$ cat src/rtl/burst_pkg.sv
package burst_pkg;
    typedef enum logic [0:0] {
        SEQ_IDLE = 1'b0,
        SEQ_RUN  = 1'b1
    } seq_state_e;
endpackage

$ cat src/rtl/burst_in_reg.sv
module burst_in_reg #(
    parameter int ADDR_W = 8
) (
    input  logic              clk,
    input  logic              rst_n,
    input  logic              strobe_cpu,
    input  logic              strobe_ctl,
    input  logic              advance,
    input  logic [ADDR_W-1:0] addr_in,
    output logic              cap_load,
    output logic              cap_adv,
    output logic [ADDR_W-1:0] cap_addr
);
    // Single capture stage for every clocked control and the address.
    always_ff @(posedge clk) begin
        if (!rst_n) begin
            cap_load <= 1'b0;
            cap_adv  <= 1'b0;
            cap_addr <= '0;
        end else begin
            cap_load <= strobe_cpu | strobe_ctl;
            cap_adv  <= advance;
            cap_addr <= addr_in;
        end
    end
endmodule

$ cat src/rtl/burst_seq_fsm.sv
module burst_seq_fsm
    import burst_pkg::*;
#(
    parameter int ADDR_W = 8,
    parameter int CNT_W  = 2
) (
    input  logic              clk,
    input  logic              rst_n,
    input  logic              cap_load,
    input  logic              cap_adv,
    input  logic [ADDR_W-1:0] cap_addr,
    output logic [ADDR_W-1:0] base_q,
    output logic [CNT_W-1:0]  cnt_q,
    output logic              run_q
);
    seq_state_e state_q, state_d;

    // State register.
    always_ff @(posedge clk) begin
        if (!rst_n) state_q <= SEQ_IDLE;
        else        state_q <= state_d;
    end

    // Next state: any start enters or re-enters SEQ_RUN.
    always_comb begin
        state_d = state_q;
        unique case (state_q)
            SEQ_IDLE: if (cap_load) state_d = SEQ_RUN;
            SEQ_RUN:  state_d = SEQ_RUN;
            default:  state_d = SEQ_IDLE;
        endcase
    end

    // Outputs: base address and beat counter; load beats advance.
    always_ff @(posedge clk) begin
        if (!rst_n) begin
            base_q <= '0;
            cnt_q  <= '0;
        end else begin
            unique case (state_q)
                SEQ_IDLE: begin
                    if (cap_load) begin
                        base_q <= cap_addr;
                        cnt_q  <= '0;
                    end
                end
                SEQ_RUN: begin
                    if (cap_load) begin
                        base_q <= cap_addr;
                        cnt_q  <= '0;
                    end else if (cap_adv) begin
                        cnt_q  <= cnt_q + 1'b1;
                    end
                end
                default: begin
                    base_q <= '0;
                    cnt_q  <= '0;
                end
            endcase
        end
    end

    assign run_q = (state_q == SEQ_RUN);
endmodule

$ cat src/rtl/burst_addr_mix.sv
module burst_addr_mix #(
    parameter int ADDR_W = 8,
    parameter int CNT_W  = 2
) (
    input  logic              mode_ilv,
    input  logic [ADDR_W-1:0] base_q,
    input  logic [CNT_W-1:0]  cnt_q,
    output logic [ADDR_W-1:0] addr_out
);
    logic [CNT_W-1:0] lin_lo;
    logic [CNT_W-1:0] ilv_lo;

    assign lin_lo = base_q[CNT_W-1:0] + cnt_q;

    for (genvar i = 0; i < CNT_W; i++) begin : g_ilv
        assign ilv_lo[i] = base_q[i] ^ cnt_q[i];
    end

    assign addr_out = {base_q[ADDR_W-1:CNT_W], (mode_ilv ? ilv_lo : lin_lo)};
endmodule

$ cat src/rtl/burst_addr_seq.sv
module burst_addr_seq #(
    parameter int ADDR_W = 8,
    parameter int CNT_W  = 2
) (
    input  logic              clk,
    input  logic              rst_n,
    input  logic              mode_ilv,
    input  logic              strobe_cpu,
    input  logic              strobe_ctl,
    input  logic              advance,
    input  logic [ADDR_W-1:0] addr_in,
    output logic [ADDR_W-1:0] addr_out,
    output logic [CNT_W-1:0]  beat_cnt
);
    logic              cap_load;
    logic              cap_adv;
    logic [ADDR_W-1:0] cap_addr;
    logic [ADDR_W-1:0] base_q;
    logic              run_q;

    burst_in_reg #(.ADDR_W(ADDR_W)) u_in (
        .clk(clk), .rst_n(rst_n),
        .strobe_cpu(strobe_cpu), .strobe_ctl(strobe_ctl),
        .advance(advance), .addr_in(addr_in),
        .cap_load(cap_load), .cap_adv(cap_adv), .cap_addr(cap_addr)
    );

    burst_seq_fsm #(.ADDR_W(ADDR_W), .CNT_W(CNT_W)) u_fsm (
        .clk(clk), .rst_n(rst_n),
        .cap_load(cap_load), .cap_adv(cap_adv), .cap_addr(cap_addr),
        .base_q(base_q), .cnt_q(beat_cnt), .run_q(run_q)
    );

    burst_addr_mix #(.ADDR_W(ADDR_W), .CNT_W(CNT_W)) u_mix (
        .mode_ilv(mode_ilv), .base_q(base_q), .cnt_q(beat_cnt),
        .addr_out(addr_out)
    );
endmodule

$ cat config.mk
export PLATFORM = sky130hd
export DESIGN_NAME = burst_addr_seq
export DESIGN_NICKNAME = d
export VERILOG_FILES = /design/src/rtl/burst_pkg.sv /design/src/rtl/burst_in_reg.sv /design/src/rtl/burst_seq_fsm.sv /design/src/rtl/burst_addr_mix.sv /design/src/rtl/burst_addr_seq.sv
export SDC_FILE = /design/constraint.sdc
export NUM_CORES = 1
export LEC_CHECK = 0
export ABC_AREA = 1
export BUFFER_PORTS_ARGS = -buffer_cell sky130_fd_sc_hd__clkbuf_2
export CORE_MARGIN = 5
export CORE_UTILIZATION = 48
export CTS_BUF_LIST = sky130_fd_sc_hd__clkbuf_4 sky130_fd_sc_hd__clkbuf_8 sky130_fd_sc_hd__clkbuf_16
export CTS_CLUSTER_SIZE = 8
export DETAILED_ROUTE_END_ITERATION = 12
export PLACE_DENSITY = 0.75
export SYNTH_ARGS = -nofsm -noshare
export SYNTH_HDL_FRONTEND = slang
export SYNTH_SLANG_ARGS = --single-unit
$ cat constraint.sdc
create_clock -name clk -period 1.2 [get_ports clk]
set_input_delay 0.24 -clock clk [delete_from_list [all_inputs] [get_ports clk]]
set_output_delay 0.24 -clock clk [all_outputs]
set_load 0.01 [all_outputs]
==> results of run 1 <==
==> cells by family (layout without fill, tap and decap cells) <==
logic type               after synthesis  count (layout)  synth area share, %
AND/OR/NAND/NOR                       42              42                 21.6
buffers and inverters                 26              47                 18.4
adder cells (fa/ha/maj)                1               1                 1.52
flip-flops                            21              21                 51.1
AO/OA/AOI/OAI                         10              10                 7.45
==> metrics by stage <==
step,util [%],instance area (sq um)
6_report,57.8,965
5_1_grt,57.8,965
4_1_cts,56.3,940
3_5_place_dp,53.4,892
3_3_place_gp,53.4,892
2_1_floorplan,-,823
==> state kept, by name, summed over array words and instances (netlist names) <==
register	cells
u_in.cap_addr	8
u_fsm.base_q	8
u_fsm.cnt_q	2
u_in.cap_load	1
u_fsm.run_q	1
u_in.cap_adv	1
==> worst paths after layout <==
| check | from | cells after the start | endpoint |
|---|---|---|---|
| setup / recovery | u_fsm.cnt_q[0] | 6 | addr_out[1] |
| setup reg to reg | u_in.cap_load | 4 | u_fsm.cnt_q[0] |
| hold reg to reg | u_in.cap_addr[4] | 2 | u_fsm.base_q[4] |
| hold / removal | addr_in[2] | 3 | u_in.cap_addr[2] |
==> repair_timing <==
action / CTS / global route
setup buffers: 0 / 1
gates resized for setup: 5 / 7
setup endpoints to repair: 2 / 2
pin swaps: 3 / 2
hold endpoints to repair: 0 / 0
==> power by group through the flow <==
stage               Combinational (mW)  Clock [mW]  Sequential, mW
CTS                              0.143       0.346           0.764
global placement                 0.135           0           0.776
global route                     0.167       0.367           0.769
detailed placement               0.140           0           0.777
floorplan                        0.119           0           0.769
finish                           0.148       0.334           0.763
==> Yosys cell counts <==
master	number	area, sq um
nor2_2	3	18.8
nor2_4	1	11.3
o21ai_0	6	30.0
dfxtp_1	21	420
a21oi_1	1	5.00
nand3_1	2	10.0
buf_6	2	22.5
inv_1	15	56.3
ha_1	1	12.5
inv_4	2	12.5
buf_8	1	15.0
buf_4	6	45.0
nand2_1	18	67.6
a21oi_2	1	8.76
nor2_1	17	63.8
nand4_1	1	6.26
o21ai_2	2	17.5
==> worst max-delay path, delay by kind of cell (launching register included) <==
family	cells	cell delay, ns
buffers and inverters	2	0.15
DFF	1	0.36
adders and majority gates	1	0.16
and+or+nand+nor	3	0.19
==> final cells by class <==
class / instances / area [sq um]
multi-input cells: 53 / 277
flip-flops and latches: 21 / 424
clock inverters: 1 / 7.51
inverters: 17 / 68.8
repair buffers: 26 / 144
fillers: 155 / 706
well taps: 17 / 21.3
clock buffers: 3 / 22.5
==> routing by layer <==
layer	vias up	routed length (microns)
met5	-	0
met4	0	13
met3	2	51
met2	9	745
met1	286	530
li1	331	-
==> impl_metrics.py, run 1 <==
metrics = {
    "timing": {
        "worst_pin_slew_ns": 0.360,
        "setup-tns-final_ns": -0.292,
        "setup_viol": 3,
        "slew_headroom_pct": 76.0,
        "period_share_pct": 116,
        "fin_skew_ns": 0.00695,
        "slew_viol_final": 0,
        "hold_violations": 0,
        "fin_ws_ns": -0.188,
        "rsz0062_at_grt": "yes",
        "min_period_ns": 1.39,
        "fmax_mhz": 721,
        "worst_hold_slack_ns": 0.113,
    },
    "power": {
        "p_comb_share_pct": 11.9,
        "finalPower_mw": 1.24,
        "powerDensity_mw_per_mm2": 1290,
        "intPower_mw": 0.934,
        "p_seq_share_pct": 61.3,
        "p_sw_mw": 0.311,
        "p_clk_share_pct": 26.9,
        "p_sw_share_pct": 25.0,
        "irDropWorstVdd_mv": 0.859,
        "power.leakage_nw": 0.541,
    },
    "yosys": {
        "synth_nets": 115,
        "synth_warnings": 0,
        "ys_ff_latch": 21,
        "syn_area_sq_um": 823,
        "seq_area_frac_synth_pct": 51.1,
        "yosysUniqueCellTypes": 17,
        "syn_area_per_cell_sq_um": 8.23,
        "synthCells": 100,
    },
    "global_routing": {
        "antenna_found_initial": 0,
        "grt_max_degree": 19,
        "use_met3_pct": 2.62,
        "grt_pass1_wl_mm": 2.23,
        "met2_usage_pct": 20.3,
        "grt_use_total_pct": 11.1,
        "first_global_vias": 569,
        "use_met1_pct": 11.7,
        "globalRouteOverflowTotal": 0,
        "top_usage_layer": "met2",
    },
    "cts": {
        "clk_path_buf_depth": 2,
        "cts_tree": "yes",
        "htree_levels": 1,
        "clockRootBuffer": "clkbuf_4",
        "cts_hold_buf": 0,
        "worstSkewPairLatency_ns": 0.30,
        "clk_pin_slew_ns": 0.12,
        "numCtsBuffers": 3,
        "clock-sinks": 21,
    },
    "floorplan": {
        "initial_core_util_pct": 49.3,
        "dieArea_sq_mm": 0.00264,
        "core_area_sq_mm": 0.00167,
        "rows": 15,
        "dieHeight_microns": 51.4,
        "io_pins": 24,
        "die_w_microns": 51.4,
    },
    "routing": {
        "first_iter_violations": 4,
        "antenna_left": 0,
        "firstDrtPassIters": 4,
        "vias": 628,
        "routed_wl_mm": 1.34,
        "drc": 0,
        "viasPerCell": 4.55,
        "wl_per_cell_microns": 9.72,
    },
    "critical_path": {
        "worst_ep_arrival_time_ns": 1.15,
        "criticalPathCategory": "flip-flop to primary output",
        "cp_max_fo": 2,
        "worstPathCellList": "ha_4, nand2_4, nand3_2, nand2_1, inv_1, buf_2",
        "slowest_delay_ns": 0.36,
        "required_ns": 0.96,
        "r2r_slack_ns": 0.24,
        "crit_path_end_kind": "primary output",
        "critPathSlowestCell": "dfxtp_2",
        "start_kind": "flip-flop",
    },
    "layout": {
        "final_common_cell": "clkbuf_2",
        "nets": 137,
        "diodes": 0,
        "stdcell_count": 138,
        "area_delta_synth_final_pct": 17.2,
        "final_cell_mix": "clkbuf_2 (21), dfxtp_1 (18), nand2_1 (17), nor2_1 (17), inv_1 (14)",
        "drive_above_1_share_pct": 38.0,
    },
    "placed_design": {
        "place_congestion": 0.742,
        "dp_hpwl_microns": 997,
        "post-place-ws_ns": 0.0865,
        "numPortBuffers": 23,
        "placed_cells": 133,
    },
    "status": {
        "violations": "setup timing",
        "status": "finished with violations",
    },
    "job": {
        "drv_cap": 0,
    },
    "worst_hold_path": {
        "hold_path.class": "input pin to flip-flop",
    },
}
(Power assumes the default switching activity.)
==> run 2: changes to the inputs <==
==> constraint.sdc (replaced) <==
create_clock -name clk -period 1.2 [get_ports clk]
set_input_delay 0.06 -clock clk [delete_from_list [all_inputs] [get_ports clk]]
set_output_delay 0.06 -clock clk [all_outputs]
set_load 0.01 [all_outputs]
==> run 2 against run 1 <==
  * The run still ends with setup timing left
  * Global-route usage increased by 2.2 points
  * Wire length increased by 15%
  * Sequential power about the same
  * Clock power increased by 5%
  * Power increased by 3.2%
  * Non-clock buffer count increased by 10
  * Critical path depth unchanged
  * Worst setup slack improved by 0.19 ns
  * Combinational power increased by 15%
  * Utilization increased by 5.2 points
  * Sequential share of layout area decreased by 3.6 points
  * Die area unchanged
  * Highest routed layer unchanged
==> impl_metrics.py, run 2 (same netlist as run 1, synthesis figures left out) <==
metrics = {
    "floorplan": {
        "core_area_sq_mm": 0.00167,
        "die_w_microns": 51.4,
        "io_pins": 24,
        "rows": 15,
        "initial_core_util_pct": 49.3,
        "dieArea_sq_mm": 0.00264,
        "dieHeight_microns": 51.4,
    },
    "routing": {
        "wl_per_cell_microns": 10.5,
        "first_iter_violations": 1,
        "vias": 675,
        "antenna_left": 0,
        "viasPerCell": 4.56,
        "routed_wl_mm": 1.55,
        "drc": 0,
        "firstDrtPassIters": 2,
    },
    "cts": {
        "clockRootBuffer": "clkbuf_4",
        "htree_levels": 1,
        "worstSkewPairLatency_ns": 0.29,
        "clk_path_buf_depth": 2,
        "clk_pin_slew_ns": 0.11,
        "cts_tree": "yes",
        "clock-sinks": 21,
        "numCtsBuffers": 3,
    },
    "global_routing": {
        "use_met3_pct": 3.21,
        "grt_pass1_wl_mm": 2.66,
        "grt_use_total_pct": 13.2,
        "grt_max_degree": 19,
        "top_usage_layer": "met2",
        "met2_usage_pct": 26.1,
        "first_global_vias": 665,
        "antenna_found_initial": 0,
        "use_met1_pct": 12.7,
        "globalRouteOverflowTotal": 0,
    },
    "power": {
        "power.leakage_nw": 0.574,
        "powerDensity_mw_per_mm2": 1220,
        "finalPower_mw": 1.28,
        "irDropWorstVdd_mv": 0.823,
    },
    "layout": {
        "final_common_cell": "clkbuf_2",
        "top_regs": "u_fsm.base_q x8, u_in.cap_addr x8, u_fsm.cnt_q x2",
        "diodes": 0,
        "final_cell_mix": "clkbuf_2 (22), dfxtp_1 (18), nand2_1 (17), nor2_1 (17), inv_1 (15)",
        "area_delta_synth_final_pct": 27.7,
        "fin_util_pct": 62.9,
        "drive_above_1_share_pct": 32.8,
        "regArea_sq_um": 424,
        "multi_input_area_sq_um": 267,
        "nets": 147,
        "fillerInstances": 145,
    },
    "placed_design": {
        "numPortBuffers": 23,
        "post-place-ws_ns": 0.233,
        "place_congestion": 0.793,
        "dp_hpwl_microns": 965,
    },
    "timing": {
        "period_share_pct": 100,
        "rsz0062_at_grt": "yes",
        "worst_hold_slack_ns": 0.206,
        "slew_viol_final": 0,
        "setup-tns-final_ns": -0.00269,
        "hold_violations": 0,
        "setup_viol": 1,
        "fin_ws_ns": -0.00269,
        "worst_pin_slew_ns": 0.380,
        "min_period_ns": 1.20,
        "fmax_mhz": 831,
        "slew_headroom_pct": 74.7,
        "fin_skew_ns": 0.00238,
    },
    "worst_hold_path": {
        "hold_path.class": "input pin to flip-flop",
        "whs_path_depth": 3,
    },
    "critical_path": {
        "worstPathCellList": "ha_4, nand2_2, nand3_1, nand2_1, inv_1, buf_2",
        "slowest_delay_ns": 0.35,
        "required_ns": 1.14,
        "r2r-end": "u_fsm.cnt_q[0]",
        "cp_max_fo": 2,
        "crit_start": "u_fsm.base_q[0]",
        "reg2reg_depth": 4,
        "criticalPathCategory": "flip-flop to primary output",
        "critPathCapture": "addr_out[1]",
        "worst_ep_arrival_time_ns": 1.14,
        "critPathSlowestCell": "dfxtp_2",
        "start_kind": "flip-flop",
        "r2r_slack_ns": 0.26,
        "crit_path_end_kind": "primary output",
        "r2r_start": "u_in.cap_load",
    },
    "status": {
        "violations": "setup timing",
        "status": "finished with violations",
    },
    "job": {
        "drv_cap": 0,
    },
}
run 2: area by class of cell:
cell class                      count  share of cell area [%]
Inverter                           17                    6.55
Sequential cell                    21                    40.4
Multi-Input combinational cell     53                    25.4
Clock buffer                        4                    2.86
Tap cell                           17                    2.02
Timing Repair Buffer               36                    22.9
run 2: metrics by stage:
step	instance area [sq um]	cells
floorplan	823	100
global placement	885	132
detailed placement	885	132
CTS	1040	148
global route	1050	148
finish	1050	148
run 2: report_power, final:
group          switching (mW)  internal, mW
clock network           0.199         0.152
registers              0.0250         0.739
logic                  0.0838        0.0862
total                   0.308         0.977
run 2: worst min path at each step:
| stage | startpoint | endpoint |
|---|---|---|
| after floorplan | addr_in[5] | u_in.cap_addr[5] |
| after global placement | addr_in[5] | u_in.cap_addr[5] |
| after detailed placement | addr_in[5] | u_in.cap_addr[5] |
| after CTS | rst_n | u_in.cap_addr[7] |
| after global routing | rst_n | u_in.cap_addr[0] |
| final | rst_n | u_in.cap_addr[7] |
run 2: what timing repair did:
| action | 4_1_cts | 5_1_grt |
|---|---|---|
| gates resized for setup | 5 | 2 |
| buffers inserted | 1 | 0 |
| pin swaps | 3 | 0 |
| endpoints found under the setup margin | 1 | 1 |
| endpoints found under the hold margin | 10 | 0 |
| hold buffers | 11 | 0 |
run 2: layer usage:
layer	wire length [microns]	vias up
li1	-	351
met3	46	2
met1	591	309
met5	0	-
met4	13	0
met2	897	13
run 2: worst max-delay path: cells and delay by family, from the launching register on:
kind	cells	cell delay, ns
AND/OR/NAND/NOR	3	0.19
flip-flops	1	0.35
adder cells (fa/ha/maj)	1	0.15
buffers and inverters	2	0.15
